--- config.mk ---
export PLATFORM = sky130hd
export DESIGN_NAME = fcmp_cond
export DESIGN_NICKNAME = d
export VERILOG_FILES = /design/src/rtl/fcmp_pkg.sv /design/src/rtl/fcmp_widen.sv /design/src/rtl/fcmp_relate.sv /design/src/rtl/fcmp_pack.sv /design/src/rtl/fcmp_cond.sv
export SDC_FILE = /design/constraint.sdc
export NUM_CORES = 1
export LEC_CHECK = 0
export BUFFER_PORTS_ARGS = -buffer_cell sky130_fd_sc_hd__buf_2
export CORE_AREA = 10 10 242 129
export CTS_CLUSTER_DIAMETER = 40
export CTS_CLUSTER_SIZE = 40
export DETAILED_ROUTE_END_ITERATION = 12
export DIE_AREA = 0 0 252 139
export PLACE_DENSITY = 0.66
export SLEW_MARGIN = 10
export SYNTH_ARGS = -nofsm -noshare
export SYNTH_HDL_FRONTEND = slang
export SYNTH_HIERARCHICAL = 1
export SYNTH_SLANG_ARGS = --single-unit
export TNS_END_PERCENT = 10
--- constraint.sdc ---
create_clock -name clk -period 9.9 [get_ports clk]
set_input_delay 1.98 -clock clk [delete_from_list [all_inputs] [get_ports clk]]
set_output_delay 1.98 -clock clk [all_outputs]
set_load 0.02 [all_outputs]
--- src/rtl/fcmp_pkg.sv ---
package fcmp_pkg;

    localparam int SP_EXP_W  = 8;
    localparam int SP_FRAC_W = 23;
    localparam int DP_EXP_W  = 11;
    localparam int DP_FRAC_W = 52;
    localparam int SP_BIAS   = 127;
    localparam int DP_BIAS   = 1023;
    localparam int COND_W    = 32;

    // single normal exponent -> double exponent
    localparam int EXP_SHIFT  = DP_BIAS - SP_BIAS;
    // biased double exponent of a single denormal whose leading one is at bit 0
    localparam int DENORM_EXP = DP_BIAS - (SP_BIAS - 1) - SP_FRAC_W;
    localparam int FRAC_PAD   = DP_FRAC_W - SP_FRAC_W;

    // condition bit positions (decoded by later conditional instructions)
    localparam int CB_EQ   = 20;
    localparam int CB_NE   = 21;
    localparam int CB_GT   = 22;
    localparam int CB_LE   = 23;
    localparam int CB_LT   = 24;
    localparam int CB_GE   = 25;
    localparam int CB_OUT  = 26;
    localparam int CB_INX  = 27;
    localparam int CB_INC  = 28;
    localparam int CB_OUTC = 29;

    typedef struct packed {
        logic                 sign;
        logic [DP_EXP_W-1:0]  exp;
        logic [DP_FRAC_W-1:0] frac;
    } dbl_t;

    typedef struct packed {
        logic unord;   // at least one NaN
        logic eq;
        logic lt;
        logic a_neg;   // op1 strictly below zero
        logic a_zero;  // op1 is +0 or -0
    } rel_t;

    function automatic logic [4:0] lead_one(input logic [SP_FRAC_W-1:0] m);
        logic [4:0] p;
        p = '0;
        for (int i = 0; i < SP_FRAC_W; i++)
            if (m[i]) p = 5'(i);
        return p;
    endfunction

endpackage

--- src/rtl/fcmp_widen.sv ---
module fcmp_widen
    import fcmp_pkg::*;
(
    input  logic        clk,
    input  logic        rst,
    input  logic [63:0] raw,
    input  logic        is_dbl,
    output dbl_t        wide,
    output logic        is_zero,
    output logic        is_nan
);
    logic [SP_EXP_W-1:0]  sp_e;
    logic [SP_FRAC_W-1:0] sp_f;
    logic [4:0]           lp;
    logic [DP_FRAC_W:0]   sh;

    always_comb begin
        sp_e = raw[30:23];
        sp_f = raw[22:0];
        lp   = lead_one(sp_f);
        sh   = {{(DP_FRAC_W-SP_FRAC_W+1){1'b0}}, sp_f} << (6'd52 - {1'b0, lp});
        wide = '0;
        if (is_dbl) begin
            wide = dbl_t'(raw);
        end else begin
            wide.sign = raw[31];
            if (sp_e == '1) begin
                wide.exp  = '1;
                wide.frac = {sp_f, {FRAC_PAD{1'b0}}};
            end else if (sp_e == '0) begin
                if (sp_f != '0) begin
                    wide.exp  = DP_EXP_W'(DENORM_EXP) + {6'b0, lp};
                    wide.frac = sh[DP_FRAC_W-1:0];
                end
            end else begin
                wide.exp  = {3'b0, sp_e} + DP_EXP_W'(EXP_SHIFT);
                wide.frac = {sp_f, {FRAC_PAD{1'b0}}};
            end
        end
        is_zero = (wide.exp == '0) && (wide.frac == '0);
        is_nan  = (wide.exp == '1) && (wide.frac != '0);
    end

    a_r11_single_nan_kept: assert property (@(posedge clk) disable iff (rst)
        (!is_dbl && raw[30:23] == 8'hFF && raw[22:0] != '0) |-> is_nan);
    a_r10_single_zero_kept: assert property (@(posedge clk) disable iff (rst)
        (!is_dbl && raw[30:0] == '0) |-> (is_zero && wide.sign == raw[31]));
    a_r9_denorm_normalised: assert property (@(posedge clk) disable iff (rst)
        (!is_dbl && raw[30:23] == '0 && raw[22:0] != '0) |-> (wide.exp != '0 && !is_zero));

endmodule

--- src/rtl/fcmp_relate.sv ---
module fcmp_relate
    import fcmp_pkg::*;
(
    input  logic clk,
    input  logic rst,
    input  dbl_t a,
    input  dbl_t b,
    input  logic a_zero,
    input  logic b_zero,
    input  logic a_nan,
    input  logic b_nan,
    output rel_t rel
);
    logic [DP_EXP_W+DP_FRAC_W-1:0] mag_a, mag_b;
    logic mag_lt, mag_eq, both_zero, unord;

    always_comb begin
        mag_a     = {a.exp, a.frac};
        mag_b     = {b.exp, b.frac};
        mag_lt    = mag_a < mag_b;
        mag_eq    = mag_a == mag_b;
        unord     = a_nan | b_nan;
        both_zero = a_zero & b_zero;

        rel        = '0;
        rel.unord  = unord;
        rel.a_zero = a_zero;
        rel.a_neg  = a.sign & ~a_zero & ~a_nan;
        if (!unord) begin
            if (both_zero) begin
                rel.eq = 1'b1;
            end else if (a.sign != b.sign) begin
                rel.lt = a.sign;
            end else begin
                rel.eq = mag_eq;
                rel.lt = a.sign ? (~mag_lt & ~mag_eq) : mag_lt;
            end
        end
    end

    a_r4_eq_excludes_lt: assert property (@(posedge clk) disable iff (rst)
        rel.eq |-> !rel.lt);
    a_r10_zeros_equal: assert property (@(posedge clk) disable iff (rst)
        (a_zero && b_zero) |-> (rel.eq && !rel.a_neg));
    a_r11_nan_unordered: assert property (@(posedge clk) disable iff (rst)
        (a_nan || b_nan) |-> (!rel.eq && !rel.lt));

endmodule

--- src/rtl/fcmp_pack.sv ---
module fcmp_pack
    import fcmp_pkg::*;
(
    input  logic              clk,
    input  logic              rst,
    input  rel_t              rel,
    output logic [COND_W-1:0] word
);
    logic gt, a_pos;

    always_comb begin
        gt    = ~rel.eq & ~rel.lt;
        a_pos = ~rel.a_neg & ~rel.a_zero;
        word  = '0;
        if (rel.unord) begin
            word[CB_NE] = 1'b1;
        end else begin
            word[CB_EQ]   = rel.eq;
            word[CB_NE]   = ~rel.eq;
            word[CB_GT]   = gt;
            word[CB_LE]   = ~gt;
            word[CB_LT]   = rel.lt;
            word[CB_GE]   = ~rel.lt;
            word[CB_OUT]  = rel.a_neg | gt;
            word[CB_INX]  = a_pos & rel.lt;
            word[CB_INC]  = ~rel.a_neg & ~gt;
            word[CB_OUTC] = ~a_pos | ~rel.lt;
        end
    end

    a_r11_nan_only_ne: assert property (@(posedge clk) disable iff (rst)
        rel.unord |-> (word == (32'd1 << CB_NE)));
    a_r6_closed_range_in_le: assert property (@(posedge clk) disable iff (rst)
        word[CB_INC] |-> (word[CB_LE] && !word[CB_GT]));

endmodule

--- src/rtl/fcmp_cond.sv ---
module fcmp_cond
    import fcmp_pkg::*;
#(
    parameter int DST_W = 5
) (
    input  logic              clk,
    input  logic              rst,
    input  logic              issue,
    input  logic              imm_sel,
    input  logic              op1_dbl,
    input  logic              op2_dbl,
    input  logic [63:0]       op1_bits,
    input  logic [63:0]       op2_bits,
    input  logic [DST_W-1:0]  dst_idx,
    output logic [COND_W-1:0] cond_word,
    output logic              cond_we,
    output logic [DST_W-1:0]  cond_dst
);
    localparam int NOPS = 2;

    logic [63:0] raw_sel [NOPS];
    logic        dbl_sel [NOPS];
    dbl_t        wide    [NOPS];
    logic        zero_f  [NOPS];
    logic        nan_f   [NOPS];
    rel_t        rel;
    logic [COND_W-1:0] word_d;

    always_comb begin
        raw_sel[0] = op1_bits;
        dbl_sel[0] = op1_dbl & ~imm_sel;
        raw_sel[1] = op2_bits;
        dbl_sel[1] = op2_dbl;
    end

    for (genvar i = 0; i < NOPS; i++) begin : g_widen
        fcmp_widen u_widen (
            .clk    (clk),
            .rst    (rst),
            .raw    (raw_sel[i]),
            .is_dbl (dbl_sel[i]),
            .wide   (wide[i]),
            .is_zero(zero_f[i]),
            .is_nan (nan_f[i])
        );
    end

    fcmp_relate u_relate (
        .clk   (clk),
        .rst   (rst),
        .a     (wide[0]),
        .b     (wide[1]),
        .a_zero(zero_f[0]),
        .b_zero(zero_f[1]),
        .a_nan (nan_f[0]),
        .b_nan (nan_f[1]),
        .rel   (rel)
    );

    fcmp_pack u_pack (
        .clk (clk),
        .rst (rst),
        .rel (rel),
        .word(word_d)
    );

    always_ff @(posedge clk) begin
        if (rst) begin
            cond_word <= '0;
            cond_we   <= 1'b0;
            cond_dst  <= '0;
        end else begin
            cond_we <= issue && (dst_idx != '0);
            if (issue) begin
                cond_word <= word_d;
                cond_dst  <= dst_idx;
            end
        end
    end

    a_r8_dst_zero_no_write: assert property (@(posedge clk) disable iff (rst)
        (issue && dst_idx == '0) |=> !cond_we);
    a_r12_write_needs_issue: assert property (@(posedge clk) disable iff (rst)
        cond_we |-> $past(issue));
    a_r4_orderings_exclusive: assert property (@(posedge clk) disable iff (rst)
        cond_we |-> ($countones({cond_word[CB_EQ], cond_word[CB_GT], cond_word[CB_LT]}) <= 1));
    a_r5_open_range_implies_lt: assert property (@(posedge clk) disable iff (rst)
        (cond_we && cond_word[CB_INX]) |-> (cond_word[CB_LT] && cond_word[CB_INC]));
    a_r7_reserved_stay_zero: assert property (@(posedge clk) disable iff (rst)
        cond_we |-> (cond_word[19:0] == '0 && cond_word[31:30] == '0));

endmodule

Word-level counts from Yosys, hierarchy flattened

Index checks and enable logic that the tools add are counted.

Bits in registers: 16
Memory bits (read-only): 0
Memories kept: 0
Input port bits: 139
Memory bits (writable): 0
Bits in latches: 0

Eq/ne operators: 6
Reduce and logical (&&, ||, !) cells: 16
Mux-type cells: 61
Divide/modulo/power cells: 0
Shift-type cells: 2
Add/sub/neg operators: 6
Bitwise logic cells: 22
$lt $le $gt $ge: 1
Multipliers: 0

Operators with widths:

| kind                    | count |
|---|---|
| $mux W63                | 6 |
| $mux W64                | 2 |
| $logic_not A52 Y1       | 2 |
| $reduce_bool A52 Y1     | 2 |
| $shl A23 B6 Y52         | 2 |
| $mux W5                 | 14 |
| $mux W4                 | 16 |
| $eq A63 B63 Y1          | 1 |
| $lt A63 B63 Y1          | 1 |
| $reduce_bool A23 Y1     | 2 |
| $mux W3                 | 8 |
| $add A10 B5 Y11 const A | 2 |
| $add A8 B10 Y11 const B | 2 |
| $eq A11 B11 Y1 const B  | 2 |
| $logic_not A11 Y1       | 2 |
| $eq A8 B8 Y1 const B    | 2 |
| $logic_not A8 Y1        | 2 |
| $sub A6 B5 Y6 const A   | 2 |
| $mux W2                 | 5 |
| $not A1 Y1              | 10 |
| $and A1 B1 Y1           | 9 |
| $mux W1                 | 9 |
| $mux W8                 | 1 |
| $logic_and A1 B1 Y1     | 5 |
| 3 further kinds         | 5 |

Longest topological paths before layout

Depth in word-level cells: 40
Depth in mapped cells: 34

Modules after synthesis

Netlist, hierarchy kept.

Modules (own cells, without submodules):

| module                           | times used | cells each | area each (µm²) | seq. area each (µm²) |
|---|---|---|---|---|
| fcmp_widen at g_widen[1].u_widen | 1          | 592        | 3752.3          | 0.0 |
| fcmp_widen at g_widen[0].u_widen | 1          | 605        | 3583.4          | 0.0 |
| fcmp_relate                      | 1          | 235        | 1696.6          | 0.0 |
| fcmp_cond                        | 1          | 125        | 1362.6          | 760.7 |
| fcmp_pack                        | 1          | 36         | 272.8           | 0.0 |

Least setup slack after synthesis

Ideal clock, no wire load.

Path kind: input port to flip-flop
Start point: input op1_bits[18]
End point: register cond_word[26]
Setup slack: 1.903 ns
Required time: 9.772 ns
Library setup time: 0.128 ns
Arrival time: 7.870 ns
Cell stages on the path: 28
Cell sequence: clkbuf_1 > nor3b_1 > or3_1 > a31oi_2 > inv_2 > clkbuf_1 > ha_1 > clkbuf_1 > clkbuf_1 > buf_1 > clkbuf_1 > a21oi_1 > a22oi_1 > o211ai_1 > mux2i_1 > o21ai_0 > o31ai_1 > ha_1 > a21boi_1 > o21ai_0 > a31oi_1 > o311ai_1 > and3_1 > o221a_1 > nor2_1 > o21ba_1 > mux2i_1 > nor2_1

RTL lines:

| what                   | line            | text |
|---|---|---|
| start: declaration     | fcmp_cond.sv:12 | `input logic [63:0] op1_bits,` |
| end signal: assignment | fcmp_cond.sv:75 | `cond_word <= word_d;` |
| end: declaration       | fcmp_cond.sv:15 | `output logic [COND_W-1:0] cond_word,` |

==> impl_metrics.env <==
export IMPL_detail_route_antenna_nets=0
export IMPL_relSlewSlack=0.195
export IMPL_dpl_cell_area_um2=12000
export IMPL_violations="negative setup slack"
export IMPL_synth_top_cell_area_share=0.103
export IMPL_worst_slack_ns=-0.166
export IMPL_synth_edf_count=0
export IMPL_crit_buf_inv=3
export IMPL_clock_fmax_ghz=0.0993
export IMPL_cp_endpoint="cond_word[23]"
export IMPL_cts_resized=0
export IMPL_cp_required_ns=10.03
export IMPL_ys_dominant_reg_cell="dfxtp_1"
export IMPL_initial_utilization=0.393
export IMPL_rsz0062_at_grt="false"
export IMPL_maxCapViolations=0
export IMPL_wl_per_cell_um=28.5
export IMPL_dr_first_iter_drc_count=2199
export IMPL_finalInstanceArea_um2=12200
export IMPL_cts_sinks=38
export IMPL_yosys_warnings=6
export IMPL_ff2ff_setup_slack_ns=9.24
export IMPL_synthArstFlopShare=0
export IMPL_worstSkewPairLatency_ns=0.27
export IMPL_grt_ovfl_total=0
export IMPL_power_density_nw_per_um2=99.1
export IMPL_worstReg2RegStart="cond_word[26]"
export IMPL_period_minus_slack_ns=10.07
export IMPL_criticalPathCategory="primary input to register"
export IMPL_cp_top_family="compound AO/OA/AOI/OAI gates"
export IMPL_track_usage=0.322
export IMPL_endpoint_kind="register"
export IMPL_wl_um=60100
export IMPL_vdd_drop_max_mv=0.0980
export IMPL_crit_path_start="op1_bits[3]"
export IMPL_synth_area_um2=10700
export IMPL_grt_max_degree=62
export IMPL_path_depth=28
export IMPL_grt_pass1_vias=13000
export IMPL_drive_above_1_share=0.197
export IMPL_ys_ff_latch=38
export IMPL_htreeDepth=2
export IMPL_synthTopCellsByArea="mux2i_1, ha_1, dfxtp_1"
export IMPL_dr_pass1_iters=7
export IMPL_fin_crit_sh=1.02
export IMPL_r2r_end="cond_word[26]"
export IMPL_worst_pin_slew_ns=1.19
export IMPL_postCtsHoldBufs=0
export IMPL_gp_congestion=1.13
export IMPL_skew_ns=0
export IMPL_place_ws_ns=0.452
export IMPL_die_y_um=139
export IMPL_finalSetupViolations=7
export IMPL_post_cts_repair_setup_buffers=0
export IMPL_rr_worst_depth=2
export IMPL_antenna_found_initial=4
export IMPL_dp_hpwl_um=50100
export IMPL_die_area_um2=35000
export IMPL_synth_top_area_cell="mux2i_1"
export IMPL_vias_per_cell=6.71
export IMPL_clk_pin_slew_ns=0.06
export IMPL_slowest_delay_ns=0.85
export IMPL_critPathSlowestCell="a221oi_1"
export IMPL_crit_path_start_kind="primary input"
export IMPL_vias=14100
export IMPL_yosysUniqueCellTypes=106
export IMPL_syn_area_per_cell_um2=6.70
export IMPL_status="finished with violations"
export IMPL_whs_ns=0.489
export IMPL_num_rows=43
export IMPL_core_area_um2=27100
export IMPL_ys_seq_area_frac=0.0713
export IMPL_cts_root_buffer="clkbuf_16"
export IMPL_clock_path_buffers=2
export IMPL_die_w_um=252
export IMPL_synth_cells=1593
export IMPL_hp_class="register to register"
export IMPL_nNetsFinal=1951
export IMPL_drc=0
export IMPL_power_leakage_nw=5.47
export IMPL_cts_buffers=5
export IMPL_io_pins=177
export IMPL_port_buffers=176
export IMPL_cp_max_fo=31
export IMPL_slew_viol_final=0
export IMPL_syn_to_final_growth_pct=14.2
export IMPL_cts_tree="done"
export IMPL_arrival_ns=10.20
export IMPL_finalHoldViolations=0
export IMPL_grt_first_pass_wirelength_um=86600
## worst min-delay path, stage by stage, from the launching register on
cell	delay, ns
dfxtp_1	0.32
mux2i_1	0.06
nor2_1	0.07
## power by group
group	internal [mW]	switching [mW]	total [mW]
combinational	0.276	0.557	0.833
sequential	0.163	0.00550	0.169
clock	0.145	0.0602	0.205
## kinds of logic after synthesis
group                      after synthesis  synth area share
and+or+nand+nor                        611             0.286
AOI/OAI and AO/OA                      489             0.309
buffers and inverters                  238             0.103
muxes                                  142             0.143
adders and majority gates               69            0.0809
DFF                                     38            0.0713
xor gates and xnor gates                 5           0.00657
other                                    1          0.000352
## registers in the layout, indices dropped and copies added, names as in the netlist
register / flops
cond_dst: 5
cond_word: 32
cond_we: 1
## per-layer routing
metal | GRT usage | vias up | part of all wire
li1 | - | 6160 | -
met5 | 0.0214 | - | 0.00042
met2 | 0.364 | 1223 | 0.33
met3 | 0.212 | 91 | 0.21
met4 | 0.0393 | 2 | 0.014
met1 | 0.473 | 6664 | 0.45
## worst min-delay path by stage
stage	from	depth (start not counted)	to
after global placement	cond_word[21]	2	cond_word[21]
after CTS	cond_word[31]	2	cond_word[31]
after detailed placement	cond_word[7]	2	cond_word[7]
after global routing	cond_word[16]	2	cond_word[16]
final	cond_word[8]	2	cond_word[8]
after floorplan	cond_dst[0]	2	cond_dst[0]
## metrics by stage
stage	cells	setup TNS [ns]	utilization	power [mW]
4_1_cts	2104	0	0.449	1.15
3_5_place_dp	2096	0	0.442	0.942
3_3_place_gp	2096	0	0.442	0.953
6_report	2107	-0.734	0.449	1.21
2_1_floorplan	1614	0	-	0.650
5_1_grt	2106	0	0.449	1.25
## cells in the final DEF (no fill, tap or decap), types with 7 or more instances in the layout
| master | n |
|---|---|
| ha_1 | 69 |
| inv_1 | 103 |
| nand2_1 | 183 |
| o21ai_1 | 13 |
| o211ai_1 | 27 |
| or3_1 | 23 |
| and3_1 | 16 |
| a21boi_0 | 7 |
| o22ai_1 | 19 |
| conb_1 | 22 |
| mux2i_1 | 109 |
| nor4_1 | 20 |
| o21ai_0 | 124 |
| mux2_2 | 26 |
| buf_4 | 77 |
| a31oi_1 | 20 |
| and4_1 | 7 |
| a22oi_1 | 9 |
| a21o_1 | 13 |
| nand3_1 | 46 |
| o31ai_1 | 15 |
| and2_1 | 25 |
| o21a_1 | 9 |
| a21oi_1 | 104 |
| a211oi_1 | 19 |
| dfxtp_1 | 38 |
| nand4_1 | 21 |
| nand2b_1 | 17 |
| nor2b_1 | 13 |
| buf_2 | 176 |
| nor3_1 | 34 |
| nor2_1 | 159 |
| a221oi_1 | 19 |
| a2bb2oi_1 | 7 |
## synth_stat cells (6+ instances only)
| library cell | count |
|---|---|
| o41ai_1 | 6 |
| buf_4 | 27 |
| a22oi_1 | 9 |
| or3_1 | 23 |
| buf_6 | 7 |
| a41oi_1 | 6 |
| ha_1 | 69 |
| o21a_1 | 9 |
| a21boi_0 | 7 |
| a2bb2oi_1 | 7 |
| nand2_1 | 183 |
| inv_1 | 103 |
| a2111oi_0 | 6 |
| nor2_1 | 159 |
| mux2_2 | 26 |
| nand4_1 | 21 |
| o21ai_0 | 124 |
| a211oi_1 | 19 |
| a31oi_1 | 20 |
| a22o_1 | 6 |
| nor2b_1 | 14 |
| and4_1 | 7 |
| buf_1 | 8 |
| nand2b_1 | 17 |
| and3_1 | 16 |
| buf_2 | 21 |
| a221oi_1 | 19 |
| a21o_1 | 13 |
| and2_1 | 25 |
| o21ai_1 | 13 |
| o31ai_1 | 15 |
| o211ai_1 | 27 |
| nand3_1 | 46 |
| mux2i_1 | 110 |
| dfxtp_1 | 38 |
| a21oi_1 | 104 |
| nor4_1 | 20 |
| nor3_1 | 35 |
| clkbuf_1 | 66 |
| o22ai_1 | 19 |
## cell type report
type                       count  area, µm²
antenna                        3       7.51
clock buffer                   5        125
clock inverter                 3       68.8
fill                        2808      14900
inverter                     107        402
multi-input combinational   1338       8910
sequential                    38        761
tap                          360        450
timing repair buffer         253       1460
Note: power is estimated with default switching activity, not from simulation.
